**src/rtl/fpcc_pkg.sv**
```systemverilog
package fpcc_pkg;

  localparam int FLAG_W    = 5;
  localparam int FLAG_NV   = 4;
  localparam int CLASS_W   = 10;
  localparam int OP_W      = 4;

  typedef enum logic [OP_W-1:0] {
    OP_EQ    = 4'd0,
    OP_LT    = 4'd1,
    OP_LE    = 4'd2,
    OP_MIN   = 4'd3,
    OP_MAX   = 4'd4,
    OP_SGNJ  = 4'd5,
    OP_SGNJN = 4'd6,
    OP_SGNJX = 4'd7,
    OP_CLASS = 4'd8
  } fpcc_op_e;

  typedef struct packed {
    logic sign;
    logic zero;
    logic subnorm;
    logic norm;
    logic inf;
    logic nan;
    logic snan;
    logic qnan;
  } fpcc_kind_t;

endpackage

```
**src/rtl/fpcc_decode.sv**
```systemverilog
module fpcc_decode
  import fpcc_pkg::*;
#(
  parameter int EXP_W = 8,
  parameter int MAN_W = 23
) (
  input  logic [EXP_W+MAN_W:0] val_i,
  output fpcc_kind_t           kind_o
);
  localparam int W = 1 + EXP_W + MAN_W;

  logic [EXP_W-1:0] exp_f;
  logic [MAN_W-1:0] man_f;
  logic             exp_ones, exp_zero, man_zero;

  assign exp_f    = val_i[W-2 -: EXP_W];
  assign man_f    = val_i[MAN_W-1:0];
  assign exp_ones = &exp_f;
  assign exp_zero = ~|exp_f;
  assign man_zero = ~|man_f;

  always_comb begin
    kind_o         = '0;
    kind_o.sign    = val_i[W-1];
    kind_o.zero    = exp_zero & man_zero;
    kind_o.subnorm = exp_zero & ~man_zero;
    kind_o.norm    = ~exp_zero & ~exp_ones;
    kind_o.inf     = exp_ones & man_zero;
    kind_o.nan     = exp_ones & ~man_zero;
    // quiet bit is the significand MSB
    kind_o.qnan    = kind_o.nan & man_f[MAN_W-1];
    kind_o.snan    = kind_o.nan & ~man_f[MAN_W-1];
  end

endmodule

```
**src/rtl/fpcc_order.sv**
```systemverilog
module fpcc_order
  import fpcc_pkg::*;
#(
  parameter int EXP_W = 8,
  parameter int MAN_W = 23
) (
  input  logic [EXP_W+MAN_W:0] a_i,
  input  logic [EXP_W+MAN_W:0] b_i,
  input  fpcc_kind_t           ka_i,
  input  fpcc_kind_t           kb_i,
  output logic                 eq_o,
  output logic                 lt_o,
  output logic                 tot_lt_o
);
  localparam int W = 1 + EXP_W + MAN_W;

  logic [W-2:0] mag_a, mag_b;
  logic         mag_lt, mag_gt, sign_diff, both_zero;

  assign mag_a     = a_i[W-2:0];
  assign mag_b     = b_i[W-2:0];
  assign mag_lt    = mag_a < mag_b;
  assign mag_gt    = mag_b < mag_a;
  assign sign_diff = ka_i.sign ^ kb_i.sign;
  assign both_zero = ka_i.zero & kb_i.zero;

  // numeric equality: signed zeros match
  assign eq_o = both_zero | (a_i == b_i);

  // numeric less-than
  always_comb begin
    if (both_zero)      lt_o = 1'b0;
    else if (sign_diff) lt_o = ka_i.sign;
    else if (ka_i.sign) lt_o = mag_gt;
    else                lt_o = mag_lt;
  end

  // total order for min/max: -0 below +0
  always_comb begin
    if (sign_diff)      tot_lt_o = ka_i.sign;
    else if (ka_i.sign) tot_lt_o = mag_gt;
    else                tot_lt_o = mag_lt;
  end

endmodule

```
**src/rtl/fpcc_select.sv**
```systemverilog
module fpcc_select
  import fpcc_pkg::*;
#(
  parameter int EXP_W = 8,
  parameter int MAN_W = 23
) (
  input  logic [OP_W-1:0]      op_i,
  input  logic [EXP_W+MAN_W:0] a_i,
  input  logic [EXP_W+MAN_W:0] b_i,
  input  fpcc_kind_t           ka_i,
  input  fpcc_kind_t           kb_i,
  input  logic                 eq_i,
  input  logic                 lt_i,
  input  logic                 tot_lt_i,
  output logic [EXP_W+MAN_W:0] res_o,
  output logic [FLAG_W-1:0]    flags_o
);
  localparam int W = 1 + EXP_W + MAN_W;
  localparam logic [W-1:0] CANON_NAN = {1'b0, {EXP_W{1'b1}}, 1'b1, {(MAN_W-1){1'b0}}};

  logic         any_nan, any_snan;
  logic [W-1:0] min_pick, max_pick, class_word;
  logic [CLASS_W-1:0] class_mask;

  assign any_nan  = ka_i.nan | kb_i.nan;
  assign any_snan = ka_i.snan | kb_i.snan;

  always_comb begin
    if (ka_i.nan & kb_i.nan) begin
      min_pick = CANON_NAN;
      max_pick = CANON_NAN;
    end else if (ka_i.nan) begin
      min_pick = b_i;
      max_pick = b_i;
    end else if (kb_i.nan) begin
      min_pick = a_i;
      max_pick = a_i;
    end else begin
      min_pick = tot_lt_i ? a_i : b_i;
      max_pick = tot_lt_i ? b_i : a_i;
    end
  end

  always_comb begin
    class_mask    = '0;
    class_mask[0] = ka_i.inf & ka_i.sign;
    class_mask[1] = ka_i.norm & ka_i.sign;
    class_mask[2] = ka_i.subnorm & ka_i.sign;
    class_mask[3] = ka_i.zero & ka_i.sign;
    class_mask[4] = ka_i.zero & ~ka_i.sign;
    class_mask[5] = ka_i.subnorm & ~ka_i.sign;
    class_mask[6] = ka_i.norm & ~ka_i.sign;
    class_mask[7] = ka_i.inf & ~ka_i.sign;
    class_mask[8] = ka_i.snan;
    class_mask[9] = ka_i.qnan;
    class_word    = W'(class_mask);
  end

  always_comb begin
    res_o   = '0;
    flags_o = '0;
    case (op_i)
      OP_EQ: begin
        res_o[0]         = ~any_nan & eq_i;
        flags_o[FLAG_NV] = any_snan;
      end
      OP_LT: begin
        res_o[0]         = ~any_nan & lt_i;
        flags_o[FLAG_NV] = any_nan;
      end
      OP_LE: begin
        res_o[0]         = ~any_nan & (lt_i | eq_i);
        flags_o[FLAG_NV] = any_nan;
      end
      OP_MIN: begin
        res_o            = min_pick;
        flags_o[FLAG_NV] = any_snan;
      end
      OP_MAX: begin
        res_o            = max_pick;
        flags_o[FLAG_NV] = any_snan;
      end
      OP_SGNJ:  res_o = {kb_i.sign, a_i[W-2:0]};
      OP_SGNJN: res_o = {~kb_i.sign, a_i[W-2:0]};
      OP_SGNJX: res_o = {ka_i.sign ^ kb_i.sign, a_i[W-2:0]};
      OP_CLASS: res_o = class_word;
      default: begin
        res_o   = '0;
        flags_o = '0;
      end
    endcase
  end

endmodule

```
**src/rtl/fpcc_unit.sv**
```systemverilog
module fpcc_unit
  import fpcc_pkg::*;
#(
  parameter int EXP_W = 8,
  parameter int MAN_W = 23
) (
  input  logic                 clk_i,
  input  logic                 rst_ni,
  input  logic [OP_W-1:0]      op_i,
  input  logic [EXP_W+MAN_W:0] opa_i,
  input  logic [EXP_W+MAN_W:0] opb_i,
  output logic [EXP_W+MAN_W:0] result_o,
  output logic [FLAG_W-1:0]    flags_o
);
  localparam int W     = 1 + EXP_W + MAN_W;
  localparam int N_OPS = 2;

  logic [N_OPS-1:0][W-1:0] opnd;
  fpcc_kind_t [N_OPS-1:0]  kind;
  logic                    eq, lt, tot_lt;
  logic [W-1:0]            res_d;
  logic [FLAG_W-1:0]       flags_d;

  assign opnd[0] = opa_i;
  assign opnd[1] = opb_i;

  for (genvar g = 0; g < N_OPS; g++) begin : g_dec
    fpcc_decode #(.EXP_W(EXP_W), .MAN_W(MAN_W)) u_dec (
      .val_i  (opnd[g]),
      .kind_o (kind[g])
    );
  end

  fpcc_order #(.EXP_W(EXP_W), .MAN_W(MAN_W)) u_ord (
    .a_i      (opa_i),
    .b_i      (opb_i),
    .ka_i     (kind[0]),
    .kb_i     (kind[1]),
    .eq_o     (eq),
    .lt_o     (lt),
    .tot_lt_o (tot_lt)
  );

  fpcc_select #(.EXP_W(EXP_W), .MAN_W(MAN_W)) u_sel (
    .op_i     (op_i),
    .a_i      (opa_i),
    .b_i      (opb_i),
    .ka_i     (kind[0]),
    .kb_i     (kind[1]),
    .eq_i     (eq),
    .lt_i     (lt),
    .tot_lt_i (tot_lt),
    .res_o    (res_d),
    .flags_o  (flags_d)
  );

  always_ff @(posedge clk_i or negedge rst_ni) begin
    if (!rst_ni) begin
      result_o <= '0;
      flags_o  <= '0;
    end else begin
      result_o <= res_d;
      flags_o  <= flags_d;
    end
  end

endmodule

```
**config.mk**
```make
export PLATFORM = sky130hd
export DESIGN_NAME = fpcc_unit
export DESIGN_NICKNAME = d
export VERILOG_FILES = /design/src/rtl/fpcc_pkg.sv /design/src/rtl/fpcc_decode.sv /design/src/rtl/fpcc_order.sv /design/src/rtl/fpcc_select.sv /design/src/rtl/fpcc_unit.sv
export SDC_FILE = /design/constraint.sdc
export NUM_CORES = 1
export LEC_CHECK = 0
export BUFFER_PORTS_ARGS = -buffer_cell sky130_fd_sc_hd__buf_4
export CAP_MARGIN = 10
export CORE_MARGIN = 2
export CORE_UTILIZATION = 46
export CTS_BUF_LIST = sky130_fd_sc_hd__clkbuf_8
export CTS_CLUSTER_DIAMETER = 50
export DETAILED_ROUTE_END_ITERATION = 8
export PLACE_DENSITY_LB_ADDON = 0.08
export SLEW_MARGIN = 5
export SYNTH_ARGS = -nofsm -noshare
export SYNTH_HDL_FRONTEND = slang
export SYNTH_SLANG_ARGS = --single-unit
```
**constraint.sdc**
```tcl
create_clock -name clk_i -period 0.8 [get_ports clk_i]
set_clock_uncertainty 0.15 [all_clocks]
set_input_delay 0.2 -clock clk_i [delete_from_list [all_inputs] [get_ports clk_i]]
set_output_delay 0.2 -clock clk_i [all_outputs]
set_load 0.005 [all_outputs]
```
==> impl_metrics.json <==
{
  "outcome": "complete, but fails checks",
  "violations": "negative setup slack",
  "antenna_found_initial": 0,
  "gp_congestion": 0.9423,
  "grt_pass1_vias": 3817,
  "pwr_density_cell_nw_per_um2": 1101,
  "layout_min_cycle_time_ns": 3.180,
  "h-tree-depth": 2,
  "cpPeakStageDelay_ns": 0.49,
  "startpoint_type": "input port",
  "syn_inst": 313,
  "yosysWarnings": 0,
  "ys_types": 47,
  "synth-async-reset-ratio_pct": 100.0,
  "ant_nets": 0,
  "path_clk_slew_ns": 0.07,
  "synthesis.area_um2": 2724,
  "timing.fmax_mhz": 314.5,
  "track_usage_pct": 39.46,
  "busiest_layer": "met2",
  "routed_wl_mm": 14.72,
  "finalWorstSetupSlack_ns": -2.380,
  "global_route.usage.met2_pct": 68.68,
  "met3_usage_pct": 8.333,
  "firstDrtPassIters": 5,
  "ys.flop_type": "dfrtp_1",
  "syn2layout_area_growth_pct": 94.95,
  "slew_headroom_pct": 53.12,
  "wl_per_cell_um": 23.63,
  "fp.dieArea_um2": 6553,
  "io_buffers": 102,
  "hp-class": "in -> reg",
  "ys_seq_elements": 33,
  "drive_gt1_share_pct": 55.84,
  "grt_max_degree": 34,
  "cts_tree": "yes",
  "cellLeakagePower_nw": 2.599,
  "root_buffer": "clkbuf_8",
  "core_area_um2": 5816,
  "setup_viol_count_final": 66,
  "layout_commonest_cell": "buf_4",
  "hold_ws_ns": 0.08653,
  "path_cells": "buf_4, inv_2, ha_4, buf_4, a21oi_1, o21ai_0, a221oi_1, a21oi_1, nor2_1, buf_4, o21bai_2, a31o_2, a221o_1",
  "hpwl_mm": 8.229,
  "cp-end-kind": "flop",
  "grtUsageMet1_pct": 45.63,
  "worstPathArrival_ns": 3.19,
  "vias": 4099,
  "numCtsBuffers": 5,
  "io_pins": 107,
  "finalHoldViolations": 0,
  "rows": 28,
  "cts_buffer_depth": 2,
  "most-common-layout-cells": "buf_4, buf_6, dfrtp_1",
  "irDropWorstVdd_mv": 0.8526,
  "viasPerCell": 6.579,
  "synth.avg_cell_area_um2": 8.702,
  "rsz0062_at_grt": "yes",
  "initial_core_util_pct": 46.84,
  "diodes": 0,
  "drc": 0,
  "synth_largest_area_cell": "dfrtp_1",
  "grt_pass1_wl_mm": 19.22,
  "drv_cap": 0,
  "layout.nets": 650,
  "grt_overflow_total": 0,
  "die_x_um": 80.95,
  "layout_worst_path_cycle_share_pct": 397.5,
  "drtIter0Drc": 479,
  "slew_viol_final": 0,
  "synth_edf_count": 0,
  "tightestPinTransition_ns": 0.6935,
  "crit_type": "in -> reg",
  "synth_top_cell_area_share_pct": 30.32,
  "clock-sinks": 33,
  "yosys-top-cells-area": "dfrtp_1, ha_1, a22o_1",
  "chipHeight_um": 80.95,
  "fin_tns_setup_ns": -84.10,
  "crit_required_ns": 0.81,
  "seq_area_frac_synth_pct": 30.32,
  "slowest_stage": "a221oi_1",
  "crit_top_cell": "buf_4",
  "cp_max_fo": 5
}
[where the power goes]
part	internal, mW	switching [mW]
Clock	1.00	0.634
Combinational	1.26	1.12
Sequential	1.77	0.0541
Total	4.03	1.81
[flip-flops by register name, indices dropped and copies added, names as in the netlist]
name / cells
result_o: 32
flags_o: 1
[synth_stat cells, drive strengths merged (2+ instances only)]
cell type,n
nor2b,4
a221o,11
ha,33
nand2b,2
nor3,10
clkbuf,3
o21a,2
dfrtp,33
o32ai,3
o21bai,4
and3,5
a21oi,17
nor4,15
a22o,20
buf,9
a211oi,5
a31o,3
nand4,13
nand2,20
nor2,22
a31oi,5
o21ai,14
inv,35
nand3,8
[cells by family after synthesis]
family / Yosys count / synth area share [%]
AO/OA/AOI/OAI: 92 / 25.13
AND/OR/NAND/NOR: 105 / 20.62
other: 1 / 0.1377
buffers and inverters: 47 / 7.947
adder cells (fa/ha/maj): 33 / 15.16
XOR/XNOR: 1 / 0.3216
flip-flops: 33 / 30.32
multiplexers: 1 / 0.3675
[layer usage]
metal  vias up  wire, um
li1       1647         -
met1      1935      5031
met2       379      6796
met3       138      1637
met4         0      1254
met5         -         0
[worst paths after layout]
kind,slack (ns),from,depth (start not counted),to
min in group asynchronous,0.23,rst_ni,3,result_o[17]
max,-2.38,opa_i[22],13,result_o[2]
min,0.09,opb_i[13],3,result_o[13]
max in group asynchronous,0.09,rst_ni,3,result_o[1]
[layout make-up]
type | instances | area, um2
Clock buffer | 6 | 82.58
Clock inverter | 2 | 33.78
Fill cell | 216 | 505.5
Inverter | 35 | 148.9
Multi-Input combinational cell | 238 | 2157
Sequential cell | 33 | 825.8
Tap cell | 75 | 93.84
Timing Repair Buffer | 234 | 1968
[repair_timing]
item,CTS,global route
pin swaps,24,8
cloned,2,1
hold endpoints to repair,33,0
setup endpoints to repair,66,66
hold buffers,1,0
setup buffers,4,5
resized for setup,80,17
[critical path: cells and delay by family]
kind / cells / cell delay (ns)
and+or+nand+nor: 1 / 0.26
buffers and inverters: 4 / 0.51
AOI/OAI and AO/OA: 7 / 2.00
adders and majority gates: 1 / 0.21
[per-stage QoR]
step	instance area, um2	power (mW)	util [%]	std cells	worst slack, ns
2_1_floorplan	2935	2.515	-	316	-1.982
3_3_place_gp	4633	3.656	79.67	602	-2.401
3_5_place_dp	4633	3.723	79.67	602	-2.428
4_1_cts	5176	5.537	89.01	617	-1.961
5_1_grt	5310	6.016	91.31	623	-2.396
6_report	5310	5.845	91.31	623	-2.380
Note: power is estimated with default switching activity, not from simulation.
